[src/rtl/swrst_pkg.sv]
// Package: shared constants and command selection for the software reset trigger.
// Assumes a 64-bit command word with the reset-kind bits at fixed positions.
package swrst_pkg;

    // Command bit positions inside the written word (decoded by software contract)
    localparam int WARM_BIT = 0;
    localparam int XTRN_BIT = 1;
    localparam int DBG_BIT  = 3;

    // Number of reset kinds and their index in the request vector
    localparam int NKIND    = 3;
    localparam int K_WARM   = 0;
    localparam int K_XTRN   = 1;
    localparam int K_DBG    = 2;

    typedef enum logic [1:0] {
        CMD_NONE = 2'd0,
        CMD_WARM = 2'd1,
        CMD_XTRN = 2'd2,
        CMD_DBG  = 2'd3
    } swrst_cmd_e;

    // Fixed-priority choice: warm over external-interrupt over debug
    function automatic swrst_cmd_e pick_cmd(input logic w, input logic x, input logic d);
        if (w)      return CMD_WARM;
        else if (x) return CMD_XTRN;
        else if (d) return CMD_DBG;
        else        return CMD_NONE;
    endfunction

    // One-hot request vector for a selected command
    function automatic logic [NKIND-1:0] cmd_onehot(input swrst_cmd_e c);
        logic [NKIND-1:0] v;
        v = '0;
        case (c)
            CMD_WARM: v[K_WARM] = 1'b1;
            CMD_XTRN: v[K_XTRN] = 1'b1;
            CMD_DBG:  v[K_DBG]  = 1'b1;
            default:  v = '0;
        endcase
        return v;
    endfunction

endpackage

[src/rtl/swrst_addr_match.sv]
// Module: swrst_addr_match
// Compares a byte address against one 8-byte aligned location.
// Assumes BASE_ADDR is 8-byte aligned; byte-offset bits are not compared.
module swrst_addr_match #(
    parameter int              ADDR_W    = 40,
    parameter logic [ADDR_W-1:0] BASE_ADDR = 40'h89_0000_0808
) (
    input  logic [ADDR_W-1:0] addr,
    output logic              hit
);
    localparam int OFS_W = 3;

    logic unused_ofs;

    // Upper-bit equality decides the claim
    always_comb begin
        hit = (addr[ADDR_W-1:OFS_W] == BASE_ADDR[ADDR_W-1:OFS_W]);
    end

    assign unused_ofs = ^addr[OFS_W-1:0];
endmodule

[src/rtl/swrst_cmd_decode.sv]
// Module: swrst_cmd_decode
// Reduces the three command bits of a written word to at most one request.
// Assumes the caller passes only the command bits; all other bits are dropped upstream.
module swrst_cmd_decode
    import swrst_pkg::*;
(
    input  logic             bit_warm,
    input  logic             bit_xtrn,
    input  logic             bit_dbg,
    output logic [NKIND-1:0] set_oh,
    output logic             any_cmd
);
    swrst_cmd_e sel;

    // Priority selection and one-hot expansion
    always_comb begin
        sel     = pick_cmd(bit_warm, bit_xtrn, bit_dbg);
        set_oh  = cmd_onehot(sel);
        any_cmd = (sel != CMD_NONE);
    end
endmodule

[src/rtl/swrst_req_hold.sv]
// Module: swrst_req_hold
// Holds one pending reset request per kind and the captured steering mask.
// Assumes set_oh is one-hot or zero and is only presented when accept is high.
module swrst_req_hold
    import swrst_pkg::*;
#(
    parameter int NCORE = 8
) (
    input  logic             clk,
    input  logic             rst_n,
    input  logic             accept,
    input  logic [NKIND-1:0] set_oh,
    input  logic             done,
    input  logic [NCORE-1:0] mask_in,
    output logic [NKIND-1:0] req,
    output logic [NCORE-1:0] targets,
    output logic             busy
);
    logic [NKIND-1:0] req_q;
    logic [NCORE-1:0] tgt_q;

    // One request flop per reset kind: set on accept, cleared on completion
    for (genvar k = 0; k < NKIND; k++) begin : g_kind
        always_ff @(posedge clk) begin
            if (!rst_n)                 req_q[k] <= 1'b0;
            else if (done && busy)      req_q[k] <= 1'b0;
            else if (accept && set_oh[k]) req_q[k] <= 1'b1;
        end
    end

    // Steering mask captured with an external-interrupt request, zero otherwise
    always_ff @(posedge clk) begin
        if (!rst_n)                        tgt_q <= '0;
        else if (done && busy)             tgt_q <= '0;
        else if (accept && set_oh[K_XTRN]) tgt_q <= mask_in;
    end

    // Pending indication
    always_comb begin
        busy = |req_q;
    end

    assign req     = req_q;
    assign targets = tgt_q;
endmodule

[src/rtl/swrst_bus_rsp.sv]
// Module: swrst_bus_rsp
// Produces the one-cycle bus response for claimed transfers.
// Assumes the master presents each transfer for a single cycle.
module swrst_bus_rsp #(
    parameter int DATA_W = 64
) (
    input  logic              clk,
    input  logic              rst_n,
    input  logic              claim,
    output logic              ack,
    output logic [DATA_W-1:0] rdata
);
    logic ack_q;

    // Registered acknowledge, one clock after the claimed transfer
    always_ff @(posedge clk) begin
        if (!rst_n) ack_q <= 1'b0;
        else        ack_q <= claim;
    end

    assign ack   = ack_q;
    assign rdata = '0;
endmodule

[src/rtl/sw_rst_trigger.sv]
// Module: sw_rst_trigger
// Software reset trigger: decodes one command word and raises a held reset
// request toward the reset controller until it acknowledges completion.
// Assumes single-cycle bus transfers and a one-cycle rc_done pulse.
module sw_rst_trigger
    import swrst_pkg::*;
#(
    parameter int                ADDR_W    = 40,
    parameter int                DATA_W    = 64,
    parameter int                NCORE     = 8,
    parameter logic [ADDR_W-1:0] BASE_ADDR = 40'h89_0000_0808
) (
    input  logic              clk,
    input  logic              rst_n,
    input  logic              bus_valid,
    input  logic              bus_write,
    input  logic [ADDR_W-1:0] bus_addr,
    input  logic [DATA_W-1:0] bus_wdata,
    output logic              bus_ack,
    output logic [DATA_W-1:0] bus_rdata,
    input  logic [NCORE-1:0]  steer_mask,
    input  logic              rc_done,
    output logic              warm_req,
    output logic              xtrn_req,
    output logic              dbg_req,
    output logic [NCORE-1:0]  xtrn_targets,
    output logic              busy
);
    logic             hit;
    logic             claim;
    logic             wr_fire;
    logic             accept;
    logic             any_cmd;
    logic [NKIND-1:0] set_oh;
    logic [NKIND-1:0] req_vec;
    logic             unused_wdata;

    swrst_addr_match #(.ADDR_W(ADDR_W), .BASE_ADDR(BASE_ADDR)) u_match (
        .addr (bus_addr),
        .hit  (hit)
    );

    swrst_cmd_decode u_dec (
        .bit_warm (bus_wdata[WARM_BIT]),
        .bit_xtrn (bus_wdata[XTRN_BIT]),
        .bit_dbg  (bus_wdata[DBG_BIT]),
        .set_oh   (set_oh),
        .any_cmd  (any_cmd)
    );

    // Transfer qualification: claim, write with a command, idle
    always_comb begin
        claim   = bus_valid && hit;
        wr_fire = claim && bus_write;
        accept  = wr_fire && any_cmd && !busy;
    end

    swrst_req_hold #(.NCORE(NCORE)) u_hold (
        .clk     (clk),
        .rst_n   (rst_n),
        .accept  (accept),
        .set_oh  (set_oh),
        .done    (rc_done),
        .mask_in (steer_mask),
        .req     (req_vec),
        .targets (xtrn_targets),
        .busy    (busy)
    );

    swrst_bus_rsp #(.DATA_W(DATA_W)) u_rsp (
        .clk   (clk),
        .rst_n (rst_n),
        .claim (claim),
        .ack   (bus_ack),
        .rdata (bus_rdata)
    );

    assign warm_req = req_vec[K_WARM];
    assign xtrn_req = req_vec[K_XTRN];
    assign dbg_req  = req_vec[K_DBG];

    assign unused_wdata = ^{bus_wdata[DATA_W-1:DBG_BIT+1], bus_wdata[2]};
endmodule

[config.mk]
export PLATFORM = sky130hd
export DESIGN_NAME = sw_rst_trigger
export DESIGN_NICKNAME = d
export VERILOG_FILES = /design/src/rtl/swrst_pkg.sv /design/src/rtl/swrst_addr_match.sv /design/src/rtl/swrst_cmd_decode.sv /design/src/rtl/swrst_req_hold.sv /design/src/rtl/swrst_bus_rsp.sv /design/src/rtl/sw_rst_trigger.sv
export SDC_FILE = /design/constraint.sdc
export NUM_CORES = 1
export LEC_CHECK = 0
export BUFFER_PORTS_ARGS = -buffer_cell sky130_fd_sc_hd__buf_2
export CAP_MARGIN = 40
export CORE_AREA = 4 4 72 74
export CTS_CLUSTER_SIZE = 30
export DETAILED_ROUTE_END_ITERATION = 16
export DIE_AREA = 0 0 76 78
export PLACE_DENSITY = 0.76
export SYNTH_ARGS = -nofsm -noshare
export SYNTH_HDL_FRONTEND = slang
export SYNTH_SLANG_ARGS = --single-unit
[constraint.sdc]
create_clock -name clk -period 2.07 [get_ports clk]
set_input_delay 0.207 -clock clk [delete_from_list [all_inputs] [get_ports clk]]
set_output_delay 0.207 -clock clk [all_outputs]
set_load 0.02 [all_outputs]
Word-level counts from Yosys, hierarchy flattened
Cells that the tools add are included.
{ "totals": {"mem_bits_rw": 0, "inputBits": 117, "mem_bits_ro": 0, "memories": 0, "latchBits": 0, "register_bits": 12, "out_inout_bits": 77} }
{ "classes": {"n_reduce_logical": 12, "n_eq_ne": 4, "bitwise": 1, "order_cmp": 0, "div_mod_pow": 0, "multipliers": 0, "n_shift": 0, "add_sub_neg": 0, "mux": 6} }
{ "ops": {"columns": ["cell", "count"], "rows": [
  ["37-bit == test (second input constant)", 1],
  ["1-bit logical AND", 8],
  ["2-bit 2-to-1 mux", 3],
  ["2-bit == test (second input constant)", 2],
  ["1-bit 2-to-1 mux", 3],
  ["3-bit OR reduction", 1],
  ["2-bit by 1-bit == test with 1-bit output (second input constant)", 1],
  ["2-bit nonzero test", 1],
  ["2-bit OR reduction", 1],
  ["1-bit logical NOT", 1],
  ["1-bit NOT", 1]
]} }

Depth between registers and ports, before layout
{ "logic_depth": {"depth_word": 7, "depth_mapped": 6} }

Modules after synthesis
Synthesis repeated with hierarchy kept, for this count alone.
{ "unflattened": {"hier_cells": 138, "area_unflattened_um2": 1222.4} }
{ "modules_own_cells": {"columns": ["module", "cells_each", "area_each_um2", "n_inst"], "rows": [
  ["swrst_req_hold", 50, 554.3, 1],
  ["swrst_bus_rsp", 67, 510.5, 1],
  ["swrst_addr_match", 15, 115.1, 1],
  ["swrst_cmd_decode", 4, 23.8, 1],
  ["sw_rst_trigger", 2, 18.8, 1]
]} }

Worst setup path before layout
OpenSTA, ideal clock, no wires.
{ "synth_path": {"path_type": "flip-flop to flip-flop", "from": "register u_hold.req_q[1], in the netlist u_hold.req[1]", "to": "register u_hold.req_q[0], in the netlist u_hold.req[0]", "setup_slack_ns": 0.746, "stages_incl_launch_ff": 7, "required_time_ns": 1.938, "path_buffers": 1, "arrival_ns": 1.192, "path_cell_list": "dfxtp_1 > nor3_2 > inv_1 > nand2_1 > nand2_1 > clkbuf_1 > a21oi_1"} }
{ "synth_via": {"elab_chain_cells": 4} }
{ "synth_rtl": {"columns": ["element", "line_no", "source"], "rows": [
  ["start: declaration", "swrst_req_hold.sv:19", "logic [NKIND-1:0] req_q;"],
  ["start signal: indexed assignment", "swrst_req_hold.sv:25", "if (!rst_n) req_q[k] <= 1'b0;"],
  ["start signal: indexed assignment", "swrst_req_hold.sv:26", "else if (done && busy) req_q[k] <= 1'b0;"],
  ["start signal: indexed assignment", "swrst_req_hold.sv:27", "else if (accept && set_oh[k]) req_q[k] <= 1'b1;"],
  ["3-bit OR reduction *", "swrst_req_hold.sv:40", "busy = |req_q;"],
  ["named net busy", "sw_rst_trigger.sv:27", "output logic busy"],
  ["1-bit logical NOT", "sw_rst_trigger.sv:55", "accept = wr_fire && any_cmd && !busy;"],
  ["1-bit logical AND", "sw_rst_trigger.sv:55", null],
  ["1-bit logical AND", "swrst_req_hold.sv:27", null]
]} }
The timed path passes the listed nets; every way through them passes the cells marked *.
A chain may end at the register's enable or synchronous reset.

Worst setup path after layout
{ "layout_path": {"from": "register u_hold.req_q[1], in the netlist u_hold.req[1]", "to": "register u_hold.tgt_q[7], in the netlist u_hold.targets[7]"} }
{ "layout_via": {"elab_chain_cells": 4} }
{ "layout_rtl": {"columns": ["element", "line_no", "source"], "rows": [
  ["3-bit OR reduction *", "swrst_req_hold.sv:40", null],
  ["1-bit logical NOT", "sw_rst_trigger.sv:55", null],
  ["1-bit logical AND", "sw_rst_trigger.sv:55", null],
  ["1-bit logical AND", "swrst_req_hold.sv:35", "else if (accept && set_oh[K_XTRN]) tgt_q <= mask_in;"],
  ["end signal: assignment", "swrst_req_hold.sv:35", null],
  ["end: declaration", "swrst_req_hold.sv:20", "logic [NCORE-1:0] tgt_q;"]
]} }
Mark *: on every way between the ends. The rest lies on a longest branch, timed or not.

==> qor.yml <==
cts_resized: 0
nets: 322
post_route_cells_drive_above_1_share: 0.399
drt-total-wl_um: 3000
synth_edf_count: 0
grt_overflow_total: 0
drc: 0
p_per_area_nw_per_um2: 445
via_count: 1025
cp.required_ns: 2.17
area_growth_pct: 12.8
synthXorXnorAreaFrac: 0
crit_arrival_ns: 1.64
grt_max_degree: 13
cts_setup_buffers: 0
avgSynthCellArea_um2: 8.72
min_period_ns: 1.54
tritoncts: "built"
ios: 194
clock_latency_ns: 0.23
start_kind: "register"
synth_compound_area_frac: 0.0943
maxSlewViolCount: 0
cpPeakStageDelay_ns: 0.38
critPathKind: "register to register"
setup_total_negative_slack_ns: 0
die_x_um: 76
place_hpwl_um: 2630
period_share: 0.744
root_buffer: "clkbuf_8"
end_kind: "register"
max_cap_violations: 0
antenna_cells: 0
die_h_um: 78
drt_iter0_markers: 41
dieArea_um2: 5930
ctsLongestPathBuffers: 2
synth-seq-cells: 12
seq_area_frac_synth: 0.197
fmax_ghz: 0.650
num-fill-cells: 511
synthCells: 140
vias_per_cell: 3.99
seq_area_um2: 240
ctsHoldBuffers: 0
ant_nets: 0
grt_pass1_vias: 864
rsz0062_at_grt: "no"
slowest_stage: "nand4_1"
core_um2: 4600
first_pass_iters: 4
place.gp.congestion: 0.690
ys_warn_count: 0
synth_top_family_by_area: "buffers and inverters"
totalPowerFinal_uw: 613
vdd_drop_max_mv: 0.167
status: "completed"
cts_sinks: 12
cts_buffers: 3
start_util: 0.266
path_clk_slew_ns: 0.05
crit_chain: "nor3_2 -> nand4_1 -> o31ai_1 -> a21oi_1"
cellLeakagePower_nw: 0.714
hold_slack_ns: 0.227
rrSetupSlack_ns: 0.53
wl_per_cell_um: 11.7
hold_violations: 0
clock_skew_ns: 0.000470
critPathTopFamily: "simple AND/OR/NAND/NOR gates"
ys_async_sr_fraction: 0
setup_viol: 0
hold_class: "input port to register"
synth_cell_types: 26
rows: 25
cp_num_buf_inv: 0
grt_usage: 0.0893
syn_area_um2: 1220
place.port_buffers: 65
synth_simple_gate_area_frac: 0.273
htreeDepth: 1
synthFlopType: "dfxtp_1"
antenna_found_initial: 1
muxShareOfSynthArea: 0
synth_fa_ha_area_frac: 0
postLayoutCoreUtil: 0.300
grt_pass1_wl_um: 4240
cp_max_fo: 8
multiInputGateArea_um2: 688
-- cells in the mapped netlist, types with 2 or more instances --
library cell | instances | share of area
buf_4 | 65 | 0.40
dfxtp_1 | 12 | 0.20
nand4_1 | 12 | 0.061
a21oi_1 | 11 | 0.045
o31ai_1 | 8 | 0.049
inv_1 | 4 | 0.012
nor4_2 | 3 | 0.031
and4_1 | 2 | 0.014
and4bb_2 | 2 | 0.020
buf_6 | 2 | 0.018
nand2_1 | 2 | 0.0061
nor2_1 | 2 | 0.0061
nor4_4 | 2 | 0.035
-- sequential cells by signal, summed over array words and instances (netlist names) --
signal / cells
u_hold.req: 3
u_hold.targets: 8
u_rsp.ack: 1
-- cell families (layout without fill, tap and decap cells) --
kind of cell    count (synthesis)  count (layout)
buf+inv                        72              72
simple gates                   36              36
compound gates                 19              19
flops                          12              12
other cells                     1              64
-- report_power, final --
| part | internal [mW] | total [mW] | leakage, nW | switching [mW] |
|---|---|---|---|---|
| combinational | 0.0443 | 0.178 | 0.596 | 0.134 |
| sequential | 0.231 | 0.231 | 0.0966 | 0.000000000000228 |
| clock | 0.127 | 0.203 | 0.0216 | 0.0758 |
-- worst paths after layout --
kind / start / to / depth (start not counted)
max: u_hold.req[1] / u_hold.targets[7] / 4
min: steer_mask[2] / u_hold.targets[2] / 3
max reg2reg: u_hold.req[1] / u_hold.targets[7] / 4
min reg2reg: u_hold.targets[3] / u_hold.targets[3] / 2
-- per-layer routing --
layer	global-route usage	up-vias	part of all wire
li1	-	496	-
met1	0.106	439	0.35
met2	0.138	82	0.47
met3	0.0476	6	0.17
met4	0.0267	2	0.0097
met5	0	-	0.0043
-- worst min-delay path: stages --
cell	delay (ns)
buf_2	0.09
nand4_1	0.05
a21oi_1	0.06
-- final cells by class --
cell class / instances / area share
multi-input cells: 119 / 0.500
flip-flops and latches: 12 / 0.174
clock buffers: 3 / 0.0300
repair buffers: 65 / 0.236
inverters: 4 / 0.0109
well taps: 54 / 0.0490
-- metrics by stage --
stage | std cells | setup slack (ns) | instance area (um2)
4_1_cts | 257 | 0.519 | 1380
5_1_grt | 257 | 0.381 | 1380
3_3_place_gp | 254 | 0.458 | 1340
3_5_place_dp | 254 | 0.405 | 1340
6_report | 257 | 0.531 | 1380
2_1_floorplan | 203 | 0.746 | 1460
-- placed cells by master (no fill, tap or decap), types with 2 or more instances in the layout --
| cell | netlist | final |
|---|---|---|
| nor2_1 | 2 | 2 |
| o31ai_1 | 8 | 8 |
| a21oi_1 | 11 | 11 |
| nor4_2 | 3 | 3 |
| buf_2 | 0 | 65 |
| and4bb_2 | 2 | 2 |
| dfxtp_1 | 12 | 12 |
| nand4_1 | 12 | 12 |
| conb_1 | 1 | 64 |
| and4_1 | 2 | 2 |
| nor4_4 | 2 | 2 |
| clkbuf_8 | 0 | 3 |
| nand2_1 | 2 | 2 |
| inv_1 | 4 | 4 |
(Power assumes the default switching activity.)
